## config.mk

```make
export PLATFORM = sky130hd
export DESIGN_NAME = l3l4_filter_entry
export DESIGN_NICKNAME = d
export VERILOG_FILES = /design/src/rtl/l3l4_pkg.sv /design/src/rtl/l3l4_hdr_parser.sv /design/src/rtl/l3l4_field_cmp.sv /design/src/rtl/l3l4_filter_entry.sv
export SDC_FILE = /design/constraint.sdc
export NUM_CORES = 1
export LEC_CHECK = 0
export ABC_AREA = 1
export CORE_MARGIN = 1.5
export CORE_UTILIZATION = 57
export CTS_CLUSTER_DIAMETER = 120
export DETAILED_ROUTE_END_ITERATION = 7
export PLACE_DENSITY_LB_ADDON = 0.3
export SYNTH_ARGS = -nofsm -noshare
export SYNTH_HDL_FRONTEND = slang
export SYNTH_SLANG_ARGS = --single-unit
export TNS_END_PERCENT = 30
```

## constraint.sdc

```tcl
create_clock -name clk -period 5.35 [get_ports clk]
set_input_delay 1.07 -clock clk [delete_from_list [all_inputs] [get_ports clk]]
set_output_delay 1.07 -clock clk [all_outputs]
set_load 0.005 [all_outputs]
```

## src/rtl/l3l4_pkg.sv

```systemverilog
package l3l4_pkg;
  localparam int BYTE_W  = 8;
  localparam int ADDR_W  = 32;
  localparam int PORT_W  = 16;
  localparam int ADDR_B  = ADDR_W / BYTE_W;
  localparam int PORT_B  = PORT_W / BYTE_W;

  localparam logic [15:0] ET_IPV4 = 16'h0800;
  localparam logic [15:0] ET_IPV6 = 16'h86DD;
  localparam logic [7:0]  PR_TCP  = 8'd6;
  localparam logic [7:0]  PR_UDP  = 8'd17;

  localparam int TYPE_OFF  = 12;
  localparam int ETH_HDR   = 14;
  localparam int V4_PROTO  = ETH_HDR + 9;
  localparam int V4_SRC    = ETH_HDR + 12;
  localparam int V4_DST    = ETH_HDR + 16;
  localparam int V4_L4     = ETH_HDR + 20;
  localparam int V6_PROTO  = ETH_HDR + 6;
  localparam int V6_SRC    = ETH_HDR + 8 + 16 - ADDR_B;
  localparam int V6_DST    = ETH_HDR + 24 + 16 - ADDR_B;
  localparam int V6_L4     = ETH_HDR + 40;
  localparam int LAST_OFF  = V6_L4 + 2 * PORT_B - 1;
  localparam int OFF_W     = $clog2(LAST_OFF + 2);

  localparam int CTRL_W    = 10;
  localparam int C_IP6     = 0;
  localparam int C_SA_EN   = 1;
  localparam int C_SA_INV  = 2;
  localparam int C_DA_EN   = 3;
  localparam int C_DA_INV  = 4;
  localparam int C_UDP     = 5;
  localparam int C_SP_EN   = 6;
  localparam int C_SP_INV  = 7;
  localparam int C_DP_EN   = 8;
  localparam int C_DP_INV  = 9;

  typedef enum logic [1:0] {FK_NONE, FK_V4, FK_V6, FK_OTHER} frame_kind_e;

  typedef struct packed {
    frame_kind_e       kind;
    logic [7:0]        proto;
    logic [ADDR_W-1:0] src;
    logic [ADDR_W-1:0] dst;
    logic [PORT_W-1:0] sport;
    logic [PORT_W-1:0] dport;
  } hdr_t;
endpackage

```

## src/rtl/l3l4_hdr_parser.sv

```systemverilog
module l3l4_hdr_parser
  import l3l4_pkg::*;
(
  input  logic              clk,
  input  logic              rst,
  input  logic              in_sof,
  input  logic              in_valid,
  input  logic [BYTE_W-1:0] in_data,
  output hdr_t              hdr,
  output logic              hdr_done
);
  logic              busy;
  logic [OFF_W-1:0]  off;
  logic [OFF_W-1:0]  cur_off;
  logic [BYTE_W-1:0] type_hi;
  logic              take;
  logic [OFF_W-1:0]  o_proto, o_src, o_dst, o_l4;
  logic [15:0]       etype;

  always_comb begin
    cur_off = in_sof ? '0 : off;
    take    = in_valid & (in_sof | busy);
    etype   = {type_hi, in_data};
    if (hdr.kind == FK_V6) begin
      o_proto = OFF_W'(V6_PROTO);
      o_src   = OFF_W'(V6_SRC);
      o_dst   = OFF_W'(V6_DST);
      o_l4    = OFF_W'(V6_L4);
    end else begin
      o_proto = OFF_W'(V4_PROTO);
      o_src   = OFF_W'(V4_SRC);
      o_dst   = OFF_W'(V4_DST);
      o_l4    = OFF_W'(V4_L4);
    end
  end

  always_ff @(posedge clk) begin
    if (rst) begin
      busy     <= 1'b0;
      off      <= '0;
      type_hi  <= '0;
      hdr      <= '0;
      hdr_done <= 1'b0;
    end else begin
      hdr_done <= 1'b0;
      if (take) begin
        busy <= 1'b1;
        off  <= cur_off + 1'b1;
        if (cur_off == OFF_W'(TYPE_OFF))
          type_hi <= in_data;
        if (cur_off == OFF_W'(TYPE_OFF + 1)) begin
          if (etype == ET_IPV4)      hdr.kind <= FK_V4;
          else if (etype == ET_IPV6) hdr.kind <= FK_V6;
          else begin
            hdr.kind <= FK_OTHER;
            busy     <= 1'b0;
            hdr_done <= 1'b1;
          end
        end
        if (cur_off == o_proto)
          hdr.proto <= in_data;
        if (cur_off >= o_src && cur_off < o_src + OFF_W'(ADDR_B))
          hdr.src <= {hdr.src[ADDR_W-BYTE_W-1:0], in_data};
        if (cur_off >= o_dst && cur_off < o_dst + OFF_W'(ADDR_B))
          hdr.dst <= {hdr.dst[ADDR_W-BYTE_W-1:0], in_data};
        if (cur_off >= o_l4 && cur_off < o_l4 + OFF_W'(PORT_B))
          hdr.sport <= {hdr.sport[PORT_W-BYTE_W-1:0], in_data};
        if (cur_off >= o_l4 + OFF_W'(PORT_B) && cur_off < o_l4 + OFF_W'(2 * PORT_B))
          hdr.dport <= {hdr.dport[PORT_W-BYTE_W-1:0], in_data};
        if (cur_off == o_l4 + OFF_W'(2 * PORT_B - 1)) begin
          busy     <= 1'b0;
          hdr_done <= 1'b1;
        end
      end
    end
  end
endmodule

```

## src/rtl/l3l4_field_cmp.sv

```systemverilog
module l3l4_field_cmp #(
  parameter int W = 32
) (
  input  logic         en,
  input  logic         inv,
  input  logic         type_ok,
  input  logic [W-1:0] field,
  input  logic [W-1:0] ref_val,
  output logic         pass
);
  always_comb
    pass = ~en | (type_ok & ((field == ref_val) ^ inv));
endmodule

```

## src/rtl/l3l4_filter_entry.sv

```systemverilog
module l3l4_filter_entry
  import l3l4_pkg::*;
(
  input  logic              clk,
  input  logic              rst,
  input  logic              cfg_glob_en,
  input  logic [CTRL_W-1:0] cfg_ctrl,
  input  logic [ADDR_W-1:0] cfg_l3_src,
  input  logic [ADDR_W-1:0] cfg_l3_dst,
  input  logic [2*PORT_W-1:0] cfg_l4_ports,
  input  logic              rx_sof,
  input  logic              rx_valid,
  input  logic [BYTE_W-1:0] rx_data,
  output logic              res_valid,
  output logic              res_match
);
  hdr_t hdr;
  logic hdr_done;
  logic active, l3_ok, l4_ok, da_en_eff;
  logic [1:0][ADDR_W-1:0] a_fld, a_ref;
  logic [1:0][PORT_W-1:0] p_fld, p_ref;
  logic [1:0] a_en, a_inv, a_pass, p_en, p_inv, p_pass;

  l3l4_hdr_parser u_parser (
    .clk      (clk),
    .rst      (rst),
    .in_sof   (rx_sof),
    .in_valid (rx_valid),
    .in_data  (rx_data),
    .hdr      (hdr),
    .hdr_done (hdr_done)
  );

  always_comb begin
    active    = cfg_glob_en & (cfg_ctrl[C_SA_EN] | cfg_ctrl[C_DA_EN] |
                               cfg_ctrl[C_SP_EN] | cfg_ctrl[C_DP_EN]);
    l3_ok     = (hdr.kind == FK_V6 &&  cfg_ctrl[C_IP6]) ||
                (hdr.kind == FK_V4 && !cfg_ctrl[C_IP6]);
    l4_ok     = l3_ok && (hdr.proto == (cfg_ctrl[C_UDP] ? PR_UDP : PR_TCP));
    da_en_eff = cfg_ctrl[C_DA_EN] & ~(cfg_ctrl[C_IP6] & cfg_ctrl[C_SA_EN]);
    a_fld     = {hdr.dst, hdr.src};
    a_ref     = {cfg_l3_dst, cfg_l3_src};
    a_en      = {da_en_eff, cfg_ctrl[C_SA_EN]};
    a_inv     = {cfg_ctrl[C_DA_INV], cfg_ctrl[C_SA_INV]};
    p_fld     = {hdr.dport, hdr.sport};
    p_ref     = {cfg_l4_ports[2*PORT_W-1:PORT_W], cfg_l4_ports[PORT_W-1:0]};
    p_en      = {cfg_ctrl[C_DP_EN], cfg_ctrl[C_SP_EN]};
    p_inv     = {cfg_ctrl[C_DP_INV], cfg_ctrl[C_SP_INV]};
  end

  for (genvar g = 0; g < 2; g++) begin : g_cmp
    l3l4_field_cmp #(.W(ADDR_W)) u_addr (
      .en (a_en[g]), .inv (a_inv[g]), .type_ok (l3_ok),
      .field (a_fld[g]), .ref_val (a_ref[g]), .pass (a_pass[g])
    );
    l3l4_field_cmp #(.W(PORT_W)) u_port (
      .en (p_en[g]), .inv (p_inv[g]), .type_ok (l4_ok),
      .field (p_fld[g]), .ref_val (p_ref[g]), .pass (p_pass[g])
    );
  end

  always_ff @(posedge clk) begin
    if (rst) begin
      res_valid <= 1'b0;
      res_match <= 1'b0;
    end else begin
      res_valid <= hdr_done;
      res_match <= hdr_done & active & (&a_pass) & (&p_pass);
    end
  end
endmodule

```

==> impl_metrics.tcl, run 1 <==
set metrics [dict create \
    status "complete, no violations" \
    holdWs_ns 0.4657 \
    dr.first_iter.drc_count 328 \
    p_seq_frac 0.407 \
    synth_top_area_frac 0.3754 \
    ioPinCount 121 \
    syn_area_mm2 0.006613 \
    grt_pass1_wl_mm 26.61 \
    crit_chain "clkdlybuf4s50_1 -> inv_2 -> nand2_1 -> inv_1 -> ha_1 -> o21bai_1 -> a21oi_1 -> nor2_1 -> o21ai_4 -> buf_4 -> nor2_1 -> a21oi_1 -> nor2_1" \
    synthAdderAreaFrac 0.01892 \
    crit_path_start_kind "primary input" \
    antenna_cells 0 \
    grt_pass1_vias 5774 \
    synth.ff_latch_count 124 \
    power_frac_clock 0.500 \
    cpLargestDelayFamily "buffers and inverters" \
    first_pass_iters 5 \
    setup-tns-final_ns 0 \
    via_per_inst 5.074 \
    cp_max_fo 39 \
    synth_xor_xnor_area_share 0.08477 \
    cts_tree "built" \
    critPathBufInv 4 \
    start_util 0.5816 \
    hp-class "flip-flop to flip-flop" \
    clockBufferDepth 2 \
    grt_remaining_overflow 0 \
    critPathArrivalTime_ns 3.79 \
    io_buffers 120 \
    antenna_found_initial 0 \
    period_share 0.6576 \
    gp_congestion 0.9021 \
    yosys.area.top_type "dfxtp_1" \
    drive_gt1_frac 0.05100 \
    internal_power_mw 1.756 \
    num_rows 39 \
    wirelength_mm 16.07 \
    fin_crit_ns 3.518 \
    setup_viol 0 \
    dieArea_mm2 0.01226 \
    clk_latency_ns 0.42 \
    via_count 6297 \
    final_cell_area_mm2 0.008483 \
    fin_nets 1214 \
    coreArea_mm2 0.01137 \
    synthMuxAreaShare 0 \
    synth_top_family_by_area "simple AND/OR/NAND/NOR gates" \
    ys_warn_count 0 \
    power_density_mw_per_mm2 268.6 \
    cts_buffers 17 \
    multi_input_area_mm2 0.003527 \
    cpPeakStageDelay_ns 0.56 \
    cts_htree_levels 4 \
    pwr-share-comb 0.094 \
    endpoint_kind "flip-flop" \
    postCtsHoldBufs 0 \
    finalHoldViolCount 0 \
    synth_cells 973 \
    grt_start_max_net_pins 75 \
    die_h_um 110.7 \
    synth-simple-area-share 0.2641 \
    route.antenna.remaining_nets 0 \
    peakVddDrop_mv 0.2329 \
    drc_errors 0 \
    cpMostUsedCell "nor2_1" \
    ctsResizeCount 0 \
    worst_slew_pin_slew_ns 0.9648 \
    relSlewSlack 0.3544 \
    slowest_stage "clkdlybuf4s50_1" \
    synth-compound-area-share 0.1631 \
    leakage_nw 3.379 \
    yosys-top-cells-area "dfxtp_1, nand2_1, nor2_1" \
    path_clk_slew_ns 0.06 \
    hpwl_mm 11.32 \
    crit_type "primary input to flip-flop" \
    die_w_um 110.7 \
    nFillCells 895 \
    drv_cap 0 \
    grt_setup_unrepaired "no" \
    netSwitchingFraction 0.2292 \
    crit_required_ns 5.62 \
    synthDistinctLibCells 31 \
    switchingPower_mw 0.5223 \
    wl_per_cell_um 12.95 \
    synth_fp_nets 1102 \
    cts_setup_buffers 0 \
    place_area_mm2 0.007895 \
    seq_area_mm2 0.002482 \
    area_growth_pct 28.29 \
    skew_ns 0.006963 \
    cts_sinks 124 \
    fmax_mhz 284.2 \
    track_usage 0.2672 \
    cts-root-buf "clkbuf_16" \
    yosysSeqAreaShare 0.3754 \
    postSynthAreaPerCell_um2 6.796 \
    maxSlewViolCount 0 \
]
## sequential cells by signal, summed over array words and instances (netlist names)
| register | count |
|---|---|
| u_parser.hdr | 106 |
| u_parser.type_hi | 8 |
| u_parser.off | 6 |
| res_match | 1 |
| res_valid | 1 |
| u_parser.busy | 1 |
| u_parser.hdr_done | 1 |
## metrics by stage
step	power (mW)	cells	utilization	setup WS, ns
after floorplan	1.034	973	-	2.688
after global placement	1.155	1209	0.6944	1.556
after detailed placement	1.157	1209	0.6944	1.445
after CTS	2.283	1241	0.7461	1.858
after global routing	2.346	1241	0.7461	1.543
final	2.279	1241	0.7461	1.832
## layer usage
layer	part of all wire	GRT usage	wire length [um]
met5	0	0	0
met2	0.47	0.4412	7509
met4	0.021	0.08718	338
met3	0.051	0.06506	814
met1	0.46	0.3440	7409
## worst reg2reg max path: cells and delay by family (launching register included)
kind / cells / cell delay (ns)
AOI/OAI and AO/OA: 4 / 0.95
adders and majority gates: 1 / 0.21
buffers and inverters: 3 / 0.65
DFF: 1 / 0.31
and+or+nand+nor: 4 / 0.43
## path summary, 6_finish.rpt
| kind | slack, ns | from | endpoint | cells after the start |
|---|---|---|---|---|
| max | 1.83 | rx_sof | u_parser.hdr[40]$_SDFFE_PP0P_ | 13 |
| min | 0.47 | u_parser.hdr_done$_SDFF_PP0_ | res_valid$_SDFF_PP0_ | 2 |
| max reg2reg | 2.68 | u_parser.hdr[104]$_SDFFE_PP0P_ | u_parser.hdr[40]$_SDFFE_PP0P_ | 12 |
| min reg2reg | 0.47 | u_parser.hdr_done$_SDFF_PP0_ | res_valid$_SDFF_PP0_ | 2 |
## synth_stat cells
library cell and n:
nor4_4 1, xnor2_1 45, nor3_1 3, a211oi_2 8, nor4_1 7, o22ai_1 1, dfxtp_1 124, a211oi_1 48
a31o_2 1, o211ai_2 1, inv_1 123, nand2_1 215, a21boi_0 1, o21ai_0 49, inv_2 3, buf_4 2
clkbuf_1 15, nand3_1 19, o21ai_2 2, nor4_2 1, buf_2 15, o211ai_1 1, o21ai_1 2, xor2_1 19
ha_1 10, nand2_2 2, nand4_1 2, o21bai_1 1, a21oi_1 59, nor2_1 192, and3_1 1
## cell usage in the layout (no fill, tap or decap), drive strengths merged, types with 2 or more instances in the layout
cell type,n
nand3,19
buf,6
inv,126
xnor2,45
a211oi,56
nor3,3
nor4,9
o21ai,53
dfxtp,124
clkinv,4
clkdlybuf4s50,119
bufinv,2
o211ai,2
clkinvlp,5
nand2,217
xor2,19
nor2,192
nand4,2
a21oi,59
clkbuf,21
ha,10
## kinds of logic (layout without fill, tap and decap cells)
kind of cell / Yosys count / in the layout
xor gates and xnor gates: 64 / 64
and+or+nand+nor: 443 / 443
buffers and inverters: 158 / 283
AOI/OAI and AO/OA: 174 / 174
DFF: 124 / 124
adders and majority gates: 10 / 10
## final cells by class
type | count | area share
clock inverters | 11 | 0.01386
inverters | 126 | 0.05575
well taps | 143 | 0.02109
repair buffers | 125 | 0.1454
clock buffers | 21 | 0.05546
flip-flops and latches | 124 | 0.2926
multi-input cells | 691 | 0.4158
## power by group through the flow
stage	clock, mW	sequential (mW)	combinational [mW]
final	1.14	0.927	0.213
after floorplan	0	0.947	0.0876
after global routing	1.19	0.927	0.233
after CTS	1.14	0.927	0.213
after detailed placement	0	0.947	0.210
after global placement	0	0.947	0.208
Note: power is estimated with default switching activity, not from simulation.
==> run 2: changes to the inputs <==
- CORE_UTILIZATION: 57 -> 48
- clock period: 5.35 -> 3 ns (I/O delays scaled with it)
==> run 2 against run 1 <==
Effect of this change: worst hold slack worse by 0.034 ns; cell count is 3.3% higher; register-to-register slack worse by 2.0 ns; count of clock-buffer cells in the layout is 2 higher.
==> impl_metrics.tcl, run 2 (same netlist as run 1, synthesis figures left out) <==
set metrics [dict create \
    r2r_setup_slack_ns 0.69 \
    largest_reg_flops 106 \
    use_met1 0.2905 \
    clockBufferDepth 2 \
    internal_power_mw 3.151 \
    dr.first_iter.drc_count 475 \
    crit_type "primary input to flip-flop" \
    grt_setup_unrepaired "no" \
    num_rows 42 \
    critPathArrivalTime_ns 2.84 \
    endpoint_kind "flip-flop" \
    netSwitchingFraction 0.2204 \
    drc_errors 0 \
    cpPeakStageDelay_ns 0.56 \
    nFillCells 1216 \
    peakVddDrop_mv 0.3733 \
    antenna_found_initial 0 \
    gp_congestion 0.9367 \
    cts_tree "built" \
    ioPinCount 121 \
    use_met3 0.04953 \
    area_growth_pct 30.82 \
    grt_start_max_net_pins 70 \
    largest_registers "u_parser.hdr: 106 flops, u_parser.type_hi: 8 flops, u_parser.off: 6 flops" \
    hp-class "flip-flop to flip-flop" \
    path_clk_slew_ns 0.05 \
    crit_path_start_kind "primary input" \
    die_h_um 120.4 \
    postCtsHoldBufs 0 \
    grt_remaining_overflow 0 \
    reg2reg_to "u_parser.hdr[0]$_SDFFE_PP0P_" \
    hold_end "res_valid$_SDFF_PP0_" \
    drv_cap 0 \
    cts_setup_buffers 0 \
    relSlewSlack 0.3394 \
    wirelength_mm 16.66 \
    finalHoldViolCount 0 \
    io_buffers 120 \
    dieArea_mm2 0.01449 \
    track_usage 0.2325 \
    antenna_cells 0 \
    setup_viol 0 \
    power_frac_clock 0.496 \
    mostFrequentLayoutCell "nand2_1" \
    p_seq_frac 0.409 \
    hpwl_mm 11.90 \
    leakage_nw 3.460 \
    skew_ns 0.01142 \
    grtUsageMet2 0.3967 \
    worst_slew_pin_slew_ns 0.9873 \
    drive_gt1_frac 0.05696 \
    cpMostUsedCell "nand2_1" \
    cts_sinks 124 \
    grt_pass1_wl_mm 26.64 \
    rr_worst_depth 11 \
    grt_pass1_vias 5672 \
    wl_per_cell_um 12.99 \
    slowest_stage "clkdlybuf4s50_1" \
    switchingPower_mw 0.8912 \
    period_share 0.8561 \
    first_pass_iters 4 \
    crit_cells 15 \
    pwr-share-comb 0.095 \
    hold_depth 2 \
    cp_max_fo 38 \
    coreArea_mm2 0.01335 \
    r2r-start "u_parser.hdr[104]$_SDFFE_PP0P_" \
    cts_htree_levels 4 \
    crit_required_ns 3.27 \
    clk_latency_ns 0.42 \
    fin_nets 1224 \
    min-delay-start "u_parser.hdr_done$_SDFF_PP0_" \
    status "complete, no violations" \
    top_register "u_parser.hdr" \
    power_density_mw_per_mm2 467.3 \
    setup-tns-final_ns 0 \
    cts_buffers 17 \
    cts-root-buf "clkbuf_16" \
    via_per_inst 4.852 \
    die_w_um 120.4 \
    final_cell_mix "nand2_1, nor2_1, dfxtp_1" \
    maxSlewViolCount 0 \
    fin_crit_ns 2.568 \
    cpLargestDelayFamily "buffers and inverters" \
    start_util 0.4954 \
    via_count 6220 \
    crit_chain "clkdlybuf4s50_1 -> inv_2 -> nand2_1 -> inv_1 -> ha_1 -> nand2_1 -> o21ai_0 -> nand2_1 -> nand2_1 -> nor2_1 -> o21ai_4 -> buf_12 -> nor2_1 -> a21oi_1 -> nor2_1" \
    route.antenna.remaining_nets 0 \
    holdWs_ns 0.4316 \
    ctsResizeCount 0 \
    top_usage_layer "met2" \
    critPathBufInv 4 \
    fmax_mhz 389.4 \
]
==> run 2: cell count changes in the layout (fill, tap and decap cells not counted), sizes merged <==
cell      delta
buf         +10
clkbuf       +2
clkinv       +1
clkinvlp     -5
==> run 2: how the worst max path moves through the flow <==
stage	slack (ns)	endpoint	from
6_report	0.43	u_parser.hdr[55]$_SDFFE_PP0P_	rx_sof
2_1_floorplan	0.81	u_parser.hdr[74]$_SDFFE_PP0P_	rx_sof
4_1_cts	0.46	u_parser.hdr[40]$_SDFFE_PP0P_	rx_sof
3_5_place_dp	0.09	u_parser.hdr[1]$_SDFFE_PP0P_	rx_sof
3_3_place_gp	0.15	u_parser.hdr[61]$_SDFFE_PP0P_	rx_sof
5_1_grt	0.22	u_parser.hdr[55]$_SDFFE_PP0P_	rx_sof
==> run 2: worst reg2reg max path: cells and delay by family (launching register included) <==
family	cells	cell delay, ns
DFF	1	0.29
buffers and inverters	4	0.49
AOI/OAI and AO/OA	1	0.18
adders and majority gates	1	0.39
and+or+nand+nor	5	0.88
==> run 2: final cells by class <==
| cell class | count | area (um^2) | area share |
|---|---|---|---|
| inverters | 126 | 473.0 | 0.05467 |
| flip-flops and latches | 124 | 2482 | 0.2870 |
| repair buffers | 135 | 1371 | 0.1585 |
| clock buffers | 23 | 488.0 | 0.05641 |
| well taps | 176 | 220.2 | 0.02546 |
| multi-input cells | 691 | 3527 | 0.4077 |
| clock inverters | 7 | 88.84 | 0.01027 |
==> run 2: per-stage QoR <==
step	cell area (um^2)	std cells	setup slack (ns)	utilization	power [mW]
floorplan	6613	973	0.8081	-	1.845
global placement	8074	1252	0.1480	0.6049	2.067
detailed placement	8074	1252	0.08613	0.6049	2.068
CTS	8651	1282	0.4597	0.6481	4.064
global route	8651	1282	0.2188	0.6481	4.174
finish	8651	1282	0.4317	0.6481	4.043
==> run 2: power by group through the flow <==
stage | clock network [mW] | registers, mW | logic [mW]
detailed placement | 0 | 1.69 | 0.379
CTS | 2.03 | 1.65 | 0.384
global route | 2.10 | 1.65 | 0.420
finish | 2.01 | 1.65 | 0.383
global placement | 0 | 1.69 | 0.378
floorplan | 0 | 1.69 | 0.156
==> run 2: layer usage <==
layer	wire (um)	part of all wire
met5	0	0
met4	265	0.016
met3	782	0.047
met2	8070	0.48
met1	7541	0.45
==> run 3: changes to the inputs <==
- SKIP_LAST_GASP: not set -> 1
- TNS_END_PERCENT: 30 -> 5
==> results of run 3 <==
Same layout as run 2: the final DEF is identical, and so are final timing and power.
